<file path="src/rtl/icc_pkg.sv">
package icc_pkg;
  localparam int TYPE_W       = 8;
  localparam int NMI_TYPE     = 2;
  localparam int SYNC_STAGES  = 2;
  localparam int RST_MIN_CYC  = 4;
  localparam int N_ASYNC      = 4;
  // bit positions in the synchroniser bundle
  localparam int B_IRQ  = 0;
  localparam int B_NMI  = 1;
  localparam int B_TEST = 2;
  localparam int B_RST  = 3;
  typedef logic [TYPE_W-1:0] int_type_t;
endpackage

</file>
<file path="src/rtl/icc_sync.sv">
module icc_sync #(
  parameter int          WIDTH   = 4,
  parameter int          STAGES  = 2,
  parameter logic [WIDTH-1:0] RST_VAL = '0
) (
  input  logic             clk_i,
  input  logic             rst_ni,
  input  logic [WIDTH-1:0] d_i,
  output logic [WIDTH-1:0] q_o
);
  logic [STAGES-1:0][WIDTH-1:0] stg_q;

  for (genvar s = 0; s < STAGES; s++) begin : g_stage
    if (s == 0) begin : g_first
      always_ff @(posedge clk_i or negedge rst_ni) begin
        if (!rst_ni) stg_q[0] <= RST_VAL;
        else         stg_q[0] <= d_i;
      end
    end else begin : g_next
      always_ff @(posedge clk_i or negedge rst_ni) begin
        if (!rst_ni) stg_q[s] <= RST_VAL;
        else         stg_q[s] <= stg_q[s-1];
      end
    end
  end

  assign q_o = stg_q[STAGES-1];
endmodule

</file>
<file path="src/rtl/icc_rst_qual.sv">
module icc_rst_qual #(
  parameter int MIN_CYC = 4,
  localparam int CNT_W  = (MIN_CYC > 1) ? $clog2(MIN_CYC) : 1
) (
  input  logic clk_i,
  input  logic rst_ni,
  input  logic req_s_i,
  output logic core_rst_o
);
  localparam logic [CNT_W-1:0] CNT_TOP = CNT_W'(MIN_CYC - 1);

  logic [CNT_W-1:0] cnt_q;
  logic             core_rst_q;

  always_ff @(posedge clk_i or negedge rst_ni) begin
    if (!rst_ni) begin
      cnt_q      <= '0;
      core_rst_q <= 1'b1;
    end else if (!req_s_i) begin
      cnt_q      <= '0;
      core_rst_q <= 1'b0;
    end else begin
      if (cnt_q != CNT_TOP) cnt_q <= cnt_q + 1'b1;
      core_rst_q <= (cnt_q == CNT_TOP);
    end
  end

  assign core_rst_o = core_rst_q;

  AST_RST_NEEDS_REQ: assert property (@(posedge clk_i) disable iff (!rst_ni)
    $rose(core_rst_q) |-> $past(req_s_i)) else $error("reset without request");
  AST_RST_RELEASE: assert property (@(posedge clk_i) disable iff (!rst_ni)
    !req_s_i |=> !core_rst_q) else $error("reset held after request dropped");
endmodule

</file>
<file path="src/rtl/icc_arbiter.sv">
module icc_arbiter
  import icc_pkg::*;
#(
  parameter int NMI_VEC = NMI_TYPE
) (
  input  logic      clk_i,
  input  logic      rst_ni,
  input  logic      irq_s_i,
  input  logic      nmi_s_i,
  input  logic      int_en_i,
  input  logic      insn_last_i,
  input  logic      int_ack_i,
  input  logic      core_rst_i,
  output logic      take_int_o,
  output int_type_t int_type_o
);
  logic nmi_prev_q;
  logic nmi_pend_q;
  logic nmi_edge;
  logic irq_ok;

  assign nmi_edge = nmi_s_i & ~nmi_prev_q;
  assign irq_ok   = irq_s_i & int_en_i;

  always_ff @(posedge clk_i or negedge rst_ni) begin
    if (!rst_ni) begin
      nmi_prev_q <= 1'b0;
      nmi_pend_q <= 1'b0;
    end else begin
      nmi_prev_q <= nmi_s_i;
      if (core_rst_i)     nmi_pend_q <= 1'b0;
      else if (nmi_edge)  nmi_pend_q <= 1'b1;
      else if (int_ack_i) nmi_pend_q <= 1'b0;
    end
  end

  // NMI outranks the maskable request
  always_comb begin
    take_int_o = 1'b0;
    int_type_o = '0;
    if (insn_last_i && !core_rst_i) begin
      if (nmi_pend_q) begin
        take_int_o = 1'b1;
        int_type_o = int_type_t'(NMI_VEC);
      end else if (irq_ok) begin
        take_int_o = 1'b1;
      end
    end
  end

  AST_NMI_LATCH: assert property (@(posedge clk_i) disable iff (!rst_ni)
    ($rose(nmi_s_i) && !core_rst_i) |=> nmi_pend_q) else $error("nmi edge lost");
  AST_NMI_HOLD: assert property (@(posedge clk_i) disable iff (!rst_ni)
    (nmi_pend_q && !int_ack_i && !core_rst_i) |=> nmi_pend_q) else $error("nmi dropped");
  AST_MASKED_IRQ: assert property (@(posedge clk_i) disable iff (!rst_ni)
    (take_int_o && !nmi_pend_q) |-> int_en_i) else $error("masked irq taken");
  AST_TAKE_BOUNDARY: assert property (@(posedge clk_i) disable iff (!rst_ni)
    take_int_o |-> (insn_last_i && !core_rst_i)) else $error("take off boundary");
endmodule

</file>
<file path="src/rtl/intr_cond.sv">
module intr_cond
  import icc_pkg::*;
(
  input  logic       clk_i,
  input  logic       rst_ni,
  input  logic       irq_i,
  input  logic       nmi_i,
  input  logic       test_ni,
  input  logic       rst_req_i,
  input  logic       int_en_i,
  input  logic       insn_last_i,
  input  logic       wait_active_i,
  input  logic       int_ack_i,
  output logic       take_int_o,
  output logic [7:0] int_type_o,
  output logic       wait_stall_o,
  output logic       core_reset_o
);
  localparam logic [N_ASYNC-1:0] SYNC_RST = N_ASYNC'(1) << B_TEST; // test idles inactive (high)

  logic [N_ASYNC-1:0] async_d, sync_q;
  logic               core_rst;
  int_type_t          type_w;

  always_comb begin
    async_d         = '0;
    async_d[B_IRQ]  = irq_i;
    async_d[B_NMI]  = nmi_i;
    async_d[B_TEST] = test_ni;
    async_d[B_RST]  = rst_req_i;
  end

  icc_sync #(.WIDTH(N_ASYNC), .STAGES(SYNC_STAGES), .RST_VAL(SYNC_RST)) u_sync (
    .clk_i (clk_i),
    .rst_ni(rst_ni),
    .d_i   (async_d),
    .q_o   (sync_q)
  );

  icc_rst_qual #(.MIN_CYC(RST_MIN_CYC)) u_rst (
    .clk_i     (clk_i),
    .rst_ni    (rst_ni),
    .req_s_i   (sync_q[B_RST]),
    .core_rst_o(core_rst)
  );

  icc_arbiter #(.NMI_VEC(NMI_TYPE)) u_arb (
    .clk_i      (clk_i),
    .rst_ni     (rst_ni),
    .irq_s_i    (sync_q[B_IRQ]),
    .nmi_s_i    (sync_q[B_NMI]),
    .int_en_i   (int_en_i),
    .insn_last_i(insn_last_i),
    .int_ack_i  (int_ack_i),
    .core_rst_i (core_rst),
    .take_int_o (take_int_o),
    .int_type_o (type_w)
  );

  assign int_type_o   = type_w;
  assign wait_stall_o = wait_active_i & sync_q[B_TEST] & ~core_rst;
  assign core_reset_o = core_rst;

  AST_STALL_ON_TEST: assert property (@(posedge clk_i) disable iff (!rst_ni)
    wait_stall_o |-> (sync_q[B_TEST] && !core_reset_o)) else $error("stall with test low");
  AST_QUIET_IN_RESET: assert property (@(posedge clk_i) disable iff (!rst_ni)
    core_reset_o |-> (!take_int_o && !wait_stall_o)) else $error("activity in reset");
  AST_TYPE_IDLE: assert property (@(posedge clk_i) disable iff (!rst_ni)
    !take_int_o |-> (int_type_o == 8'd0)) else $error("type without take");
endmodule

</file>
<file path="config.mk">
export PLATFORM = sky130hd
export DESIGN_NAME = intr_cond
export DESIGN_NICKNAME = d
export VERILOG_FILES = /design/src/rtl/icc_pkg.sv /design/src/rtl/icc_sync.sv /design/src/rtl/icc_rst_qual.sv /design/src/rtl/icc_arbiter.sv /design/src/rtl/intr_cond.sv
export SDC_FILE = /design/constraint.sdc
export NUM_CORES = 1
export LEC_CHECK = 0
export ABC_AREA = 1
export BUFFER_PORTS_ARGS = -buffer_cell sky130_fd_sc_hd__buf_2
export CORE_AREA = 5 5 42 44
export DETAILED_ROUTE_END_ITERATION = 6
export DIE_AREA = 0 0 47 49
export PLACE_DENSITY_LB_ADDON = 0.15
export SLEW_MARGIN = 30
export SYNTH_ARGS = -nofsm -noshare
export SYNTH_HDL_FRONTEND = slang
export SYNTH_SLANG_ARGS = --single-unit
export TNS_END_PERCENT = 1
</file>
<file path="constraint.sdc">
create_clock -name clk_i -period 0.83 [get_ports clk_i]
set_input_delay 0.1245 -clock clk_i [delete_from_list [all_inputs] [get_ports clk_i]]
set_output_delay 0.1245 -clock clk_i [all_outputs]
set_load 0.01 [all_outputs]
</file>
==> Yosys cells after proc, flatten, opt, wreduce, memory -nomap -nowiden <==
Cells that the tools add are included.
{ "word_totals": {"reg_bits": 13, "memories": 0, "rom_bits": 0, "ramBits": 0, "word_cells": 30, "in_bits": 10, "latch_bits": 0, "out_inout_bits": 11} }
{ "op_classes": {"n_mux": 11, "eq_ne": 3, "add_sub_neg": 1, "magnitude_cmp": 0, "multipliers": 0, "reduce_logical": 3, "shifts": 0, "n_bitwise": 6, "div_mod_pow": 0} }
{ "op_table": {"columns": ["op", "n"], "rows": [
  ["8-bit two-way mux", 1],
  ["1-bit two-way mux", 7],
  ["2-bit two-way mux", 3],
  ["1-bit AND", 4],
  ["3-bit nonzero test", 1],
  ["2-bit by 1-bit adder with 2-bit output (second input constant)", 1],
  ["2-bit == test (second input constant)", 1],
  ["2-bit by 1-bit != test with 1-bit output (second input constant)", 1],
  ["2-bit != test (second input constant)", 1],
  ["1-bit inverter", 2],
  ["1-bit logical AND", 1],
  ["1-bit zero test", 1]
]} }

==> Depth between registers and ports, before layout <==
Gate-level depths: netlist (run 1).
{ "logic_depth": {"depth_word": 4, "mapped_depth": 5, "ltp_nobuf": 5} }

==> Modules after synthesis <==
A second synthesis (run 1) with hierarchy kept.
{ "hier_totals": {"cells_unflattened": 49, "area_unflattened_um2": 534.3} }
{ "by_module_without_submodules": {"columns": ["module", "seq_area_each_um2", "cells_per_inst", "instances", "area_each_um2"], "rows": [
  ["icc_sync", 202.7, 12, 1, 232.7],
  ["icc_arbiter", 50.0, 21, 1, 160.2],
  ["icc_rst_qual", 76.3, 14, 1, 131.4],
  ["intr_cond", 0.0, 2, 1, 10.0]
]} }

==> Worst setup path after synthesis (run 1) <==
No wires, ideal clock.
{ "synth_timing": {"path_type": "register -> register", "startpoint": "register u_rst.cnt_q[0]", "endpoint": "register u_rst.cnt_q[1]", "required_time_ps": 715, "t_arrival_ps": 768, "synth_period_minus_slack_ps": 883, "setup_time_ps": 115, "n_path_buf": 0, "path_stages_with_launch": 4, "path_slack_ps": -53, "cell_sequence": "dfrtp_1 -> ha_1 -> nand3_1 -> nand2_2"} }
{ "synth_between": {"elab_chain_len": 3, "elab_cells_between_ends": 5, "cone_classes": "1 x add/sub; 2 x eq/ne; 2 x mux"} }
{ "synth_lines": {"columns": ["item", "line_no", "source"], "rows": [
  ["start, declared", "icc_rst_qual.sv:12", "logic [CNT_W-1:0] cnt_q;"],
  ["start signal, assigned", "icc_rst_qual.sv:23", "if (cnt_q != CNT_TOP) cnt_q <= cnt_q + 1'b1;"],
  ["2-bit by 1-bit adder with 2-bit output", "icc_rst_qual.sv:23", null],
  ["2-bit two-way mux", "icc_rst_qual.sv:23", null],
  ["2-bit two-way mux", "icc_rst_qual.sv:19", "end else if (!req_s_i) begin"]
]} }
Several ways; a longest one is shown, not always the timed one. The select of a mux whose other input is x is not followed.
A chain may end at the register's enable or synchronous reset.

==> Worst setup path after layout (run 1) <==
{ "layout_timing": {"startpoint": "register u_rst.core_rst_q (netlist: u_rst.core_rst_o)", "endpoint": "output int_type_o[1]"} }
{ "layout_between": {"elab_chain_len": 3} }
{ "layout_lines": {"columns": ["item", "line_no", "source"], "rows": [
  ["start, declared", "icc_rst_qual.sv:13", "logic core_rst_q;"],
  ["start signal, assigned", "icc_rst_qual.sv:24", "core_rst_q <= (cnt_q == CNT_TOP);"],
  ["1-bit zero test", "icc_arbiter.sv:41", "if (insn_last_i && !core_rst_i) begin"],
  ["1-bit logical AND", "icc_arbiter.sv:41", null],
  ["8-bit two-way mux", "icc_arbiter.sv:41", null],
  ["end, declared", "intr_cond.sv:15", "output logic [7:0] int_type_o,"]
]} }
No other way between the ends.

==> flow_summary_export.csv, run 1 <==
group,metric,value,unit
detailed_routing,via_count,317,
timing,period_share,146.6,%
worst_hold_path,hold_path.class,"primary input to register",
global_route,grt_max_degree,14,
die,ioPinCount,21,
setup_path,start_kind,"register",
cts,clock_path_buffers,2,
pwr,leakage,0.3520,nW
pwr,vdd_drop_max,1.389,mV
layout,most-common-layout-cells,"buf_2, dfrtp_1, conb_1",
layout,antennaDiodeCount,0,
pwr,powerDensity,1936,nW/um2
global_route,grt_pass1_vias,308,
layout,final_core_util,47.86,%
place,place_congestion,0.6159,
layout,fillers,137,
layout,multi_input_area,137.6,um2
place,dpl.hpwl,546,um
timing,fin_ws,-0.3867,ns
setup_path,r2r_slack,-0.06,ns
die,die-area,2303,um2
die,row_count,14,
cts,cts_buffers,3,
setup_path,r2r_start,"u_rst.cnt_q[0]$_DFFE_PN0P_",
detailed_routing,drtIter0Drc,2,
die,die_y,49,um
detailed_routing,avgRoutedWirePerCell,8.723,um
yosys,syn_inst,44,
setup_path,r2r-end,"u_rst.cnt_q[1]$_DFFE_PN0P_",
cts,cts-root-buf,"clkbuf_4",
yosys,seq_area_frac_synth,66.58,%
job,drv_cap,0,
timing,clock_skew,0.0002492,ns
die,start_util,35.27,%
yosys,syn_avg_cell_area,11.23,um2
layout,drive_gt1_share,49.25,%
global_route,antenna_found_initial,0,
timing,tns,-1.419,ns
place,numPortBuffers,13,
timing,setup_viol,6,
cts,cts_tree,"done",
timing,hold_violations,0,
layout,nets,79,
detailed_routing,drtPass1Iterations,2,
setup_path,crit_path_end_kind,"primary output",
outcome,violations,"negative setup slack",
global_route,grt-ovfl-total,0,
detailed_routing,avgViaCountPerCell,3.819,
cts,insertion_delay,0.27,ns
yosys,synth_warnings,0,
detailed_routing,detail-route-antenna-nets,0,
layout,area_growth,35.70,%
cts,htree_levels,1,
die,design.core.area,1401,um2
die,die_x,47,um
worst_hold_path,hold_start,"int_ack_i",
yosys,netlist_area,494.2,um2
setup_path,crit_arrival,1.09,ns
cts,cts_sinks,13,
timing,rsz0062_at_grt,"true",
layout,final_common_cell,"buf_2",
timing,max_freq,821.9,MHz
cts,path_clk_slew,0.08,ns
global_route,grt_pass1_wl,1262,um
layout,seq_area,329.1,um2
setup_path,r2r_cells,5,
timing,period_minus_slack,1.217,ns
timing,drv_slew,0,
yosys,ys_types,13,
setup_path,crit_type,"register to primary output",
worst_hold_path,min_to,"u_arb.nmi_pend_q$_DFFE_PN0P_",
global_route,grt_usage,7.963,%
yosys,ys_ff_latch,13,
detailed_routing,wl,724,um
detailed_routing,drc,0,
worst_hold_path,min_path_cells,4,
outcome,status,"finished with violations",
setup_path,path_max_fanout,4,
setup_path,required,0.71,ns
## stage by stage
| stage | setup WS (ns) | power (mW) | cell area (um2) | cells | hold slack [ns] |
|---|---|---|---|---|---|
| 4_1_cts | -0.4114 | 1.321 | 659.4 | 82 | 0.08669 |
| 3_3_place_gp | -0.09469 | 0.8996 | 574.3 | 73 | 0.01986 |
| 6_report | -0.3867 | 1.298 | 670.6 | 83 | 0.08804 |
| 3_5_place_dp | -0.1096 | 0.9057 | 574.3 | 73 | 0.01841 |
| 5_1_grt | -0.4576 | 1.400 | 670.6 | 83 | 0.08129 |
| 2_1_floorplan | -0.02187 | 0.8521 | 534.3 | 50 | -0.1711 |
## how the worst max path moves through the flow
stage	slack (ns)	start	endpoint
global route	-0.46	u_rst.core_rst_o$_DFF_PN1_	int_type_o[1]
global placement	-0.09	u_rst.core_rst_o$_DFF_PN1_	take_int_o
finish	-0.39	u_rst.core_rst_o$_DFF_PN1_	int_type_o[1]
CTS	-0.41	u_rst.core_rst_o$_DFF_PN1_	take_int_o
detailed placement	-0.11	u_rst.core_rst_o$_DFF_PN1_	take_int_o
floorplan	-0.02	u_rst.cnt_q[1]$_DFFE_PN0P_	u_rst.cnt_q[1]$_DFFE_PN0P_
## critical path: stages, from the launching register on
cell     delay, ns
dfstp_2       0.56
inv_2         0.04
nand2_2       0.06
nor2_1        0.04
buf_2         0.13
## layout make-up
cell class,instances,area share (%)
inverter,7,3.918
clock buffer,3,3.358
clock inverter,1,0.7463
tap,16,2.985
multi-input combinational,23,20.52
timing repair buffer,20,19.40
sequential,13,49.07
## kinds of logic after synthesis
logic type	count (synthesis)	synth area share [%]
other	1	0.7588
adder cells (fa/ha/maj)	1	2.531
buffers and inverters	14	15.95
AO/OA/AOI/OAI	3	3.037
flip-flops	13	66.58
AND/OR/NAND/NOR	12	11.14
## report_power, final
group          leakage (nW)  switching [mW]  internal [mW]
Sequential            0.151          0.0330          0.687
Clock                0.0177           0.198          0.178
Combinational         0.183          0.0981          0.104
Total                 0.352           0.329          0.969
## Yosys cell counts
master / instances / area [um2]
a21oi_1: 2 / 10.01
buf_4: 7 / 52.55
conb_1: 1 / 3.750
dfrtp_1: 10 / 250.2
dfstp_2: 3 / 78.83
ha_1: 1 / 12.51
inv_1: 6 / 22.52
inv_2: 1 / 3.750
nand2_1: 5 / 18.77
nand2_2: 3 / 18.77
nand3_1: 2 / 10.01
nor2_1: 2 / 7.510
o21ai_1: 1 / 5.000
## sequential cells by signal, summed over array words and instances (netlist names)
signal / count
u_rst.core_rst_o: 1
u_sync.stg_q: 4
u_arb.nmi_pend_q: 1
u_rst.cnt_q: 2
u_sync.q_o: 4
u_arb.nmi_prev_q: 1
## metal layers
metal / global-route usage, % / share of wire, % / vias to the layer above / wire length [um]
met2: 11.31 / 49 / 15 / 355
met4: 1.382 / 0 / 0 / 0
met5: 0 / 0 / - / 0
met3: 6.642 / 13 / 0 / 96
met1: 9.324 / 38 / 139 / 272
li1: - / - / 163 / -
## what timing repair did
action	CTS	global route
pin swaps	3	1
gates resized for setup	4	1
hold buffers	5	0
endpoints found under the hold margin	17	0
buffers inserted	0	1
setup endpoints to repair	6	6
(Power assumes the default switching activity.)
==> run 2: changes to the inputs <==
- ABC_AREA: 1 -> 0
- ABC_CLOCK_PERIOD_IN_PS: default -> 830
==> flow_summary_export.csv, run 2 <==
group,metric,value,unit
cts,cts_setup_buffers,0,
detailed_routing,drc,0,
yosys,ys.flop_type,"dfrtp_1",
layout,multi_input_area,145.1,um2
global_route,antenna_found_initial,0,
timing,period_minus_slack,1.244,ns
detailed_routing,avgViaCountPerCell,4.081,
die,start_util,34.46,%
place,dp_cells,65,
detailed_routing,via_count,302,
yosys,seq_area_frac_synth,68.13,%
layout,final_common_cell,"buf_2",
cts,cts-root-buf,"clkbuf_4",
cts,cts_sinks,13,
die,die_y,49,um
setup_path,crit_type,"register to primary output",
timing,hold_violations,0,
cts,cts_buffers,3,
setup_path,crit_path_end_kind,"primary output",
setup_path,critical-path-max-stage-delay,0.55,ns
yosys,synth-edff-count,0,
layout,seq_area,329.1,um2
setup_path,r2r_cells,3,
pwr,vdd_drop_max,0.7504,mV
pwr,leakage,0.3224,nW
layout,final_core_util,46.52,%
job,drv_cap,0,
setup_path,path_cells,"and3b_1 > buf_2",
yosys,synthTopCellsByArea,"dfrtp_1, dfstp_2, buf_4",
layout,fillers,142,
yosys,netlist_area,483.0,um2
place,place_ws,-0.1336,ns
yosys,ys_ff_latch,13,
cts,clock_path_buffers,2,
worst_hold_path,hold_path.class,"primary input to register",
layout,antennaDiodeCount,0,
yosys,synth_warnings,0,
yosys,yosys.area.top_type_share,51.81,%
detailed_routing,drtPass1Iterations,2,
global_route,grt-ovfl-total,0,
cts,htree_levels,1,
yosys,yosys.area.top_type,"dfrtp_1",
timing,drv_slew,0,
timing,setup_viol,6,
timing,hold_slack,0.1043,ns
detailed_routing,avgRoutedWirePerCell,9.608,um
global_route,grt_pass1_vias,277,
setup_path,required,0.71,ns
timing,period_share,149.9,%
die,die-area,2303,um2
layout,area_growth,34.97,%
die,row_count,14,
outcome,violations,"negative setup slack",
setup_path,crit_slowest_cell,"dfstp_2",
setup_path,crit_arrival,1.12,ns
outcome,status,"finished with violations",
die,design.core.area,1401,um2
layout,most-common-layout-cells,"buf_2, dfrtp_1, conb_1",
cts,insertion_delay,0.27,ns
global_route,grt_usage,6.519,%
worst_hold_path,min_path_cells,3,
timing,rsz0062_at_grt,"true",
yosys,ys_types,16,
global_route,grt_pass1_wl,1048,um
place,dpl.hpwl,559.6,um
cts,path_clk_slew,0.07,ns
layout,nets,70,
place,numPortBuffers,13,
timing,max_freq,803.8,MHz
place,place_congestion,0.7035,
detailed_routing,drtIter0Drc,3,
pwr,powerDensity,2027,nW/um2
setup_path,path_max_fanout,4,
timing,clock_skew,0.0009207,ns
global_route,grt_max_degree,14,
yosys,syn_avg_cell_area,13.80,um2
timing,fin_ws,-0.4140,ns
yosys,async_reset_ff_share,100.0,%
layout,drive_gt1_share,43.10,%
layout,fin_cells,74,
cts,cts_tree,"done",
setup_path,start_kind,"register",
yosys,syn_inst,35,
die,die_x,47,um
die,ioPinCount,21,
detailed_routing,detail-route-antenna-nets,0,
yosys,synthTopCellsByCount,"dfrtp_1, buf_4, dfstp_2",
yosys,post-synth-top-count-cell,"dfrtp_1",
detailed_routing,wl,711,um
run 2: per-stage QoR:
step	setup TNS (ns)	power (mW)	instance area, um2
2_1_floorplan	-0.2228	0.8472	508.0
3_3_place_gp	-0.3728	0.8909	555.5
3_5_place_dp	-0.5057	0.9084	555.5
4_1_cts	-1.684	1.335	644.4
5_1_grt	-1.920	1.401	651.9
6_report	-1.611	1.321	651.9
run 2: worst paths after layout:
path                                       startpoint                            to  slack (ns)
max in group asynchronous                      rst_ni     u_sync.stg_q[2]$_DFF_PN1_        0.31
hold / removal                              int_ack_i  u_arb.nmi_pend_q$_DFFE_PN0P_        0.10
setup / recovery           u_rst.core_rst_o$_DFF_PN1_                 int_type_o[1]       -0.41
setup reg to reg           u_rst.cnt_q[1]$_DFFE_PN0P_    u_rst.cnt_q[0]$_DFFE_PN0P_       -0.14
hold reg to reg             u_sync.stg_q[0]$_DFF_PN0_       u_sync.q_o[0]$_DFF_PN0_        0.35
min in group asynchronous                      rst_ni       u_sync.q_o[3]$_DFF_PN0_        0.25
run 2: cell type report:
class / instances / share of cell area [%]
clock buffers: 3 / 3.455
repair buffers: 20 / 19.96
multi-input cells: 21 / 22.26
clock inverters: 1 / 0.7678
well taps: 16 / 3.071
flip-flops and latches: 13 / 50.48
run 2: cell families after synthesis:
| logic type | count (synthesis) | synth area share (%) |
|---|---|---|
| AND/OR/NAND/NOR | 9 | 11.66 |
| adder cells (fa/ha/maj) | 1 | 2.590 |
| flip-flops | 13 | 68.14 |
| XOR/XNOR | 1 | 1.814 |
| AO/OA/AOI/OAI | 2 | 2.073 |
| multiplexers | 1 | 2.073 |
| other | 1 | 0.7765 |
| buffers and inverters | 7 | 10.88 |
run 2: power by group:
group	leakage [nW]	switching (mW)	internal (mW)
logic	0.154	0.0927	0.129
clock network	0.0177	0.194	0.178
registers	0.151	0.0361	0.691
run 2: repair_timing:
action,4_1_cts,5_1_grt
hold buffers,5,0
endpoints found under the hold margin,17,0
resized for setup,2,1
pin swaps,1,1
setup endpoints to repair,7,7
run 2: layer usage:
layer  routed length, um  track usage [%]
met1                 255            7.889
met2                 321            8.824
met3                 120            2.214
met4                  14            5.530
met5                   0                0
run 2: critical path: cells and delay by family (launching register included):
family        cells  cell delay (ns)
buf+inv           1             0.13
flops             1             0.55
simple gates      1             0.17
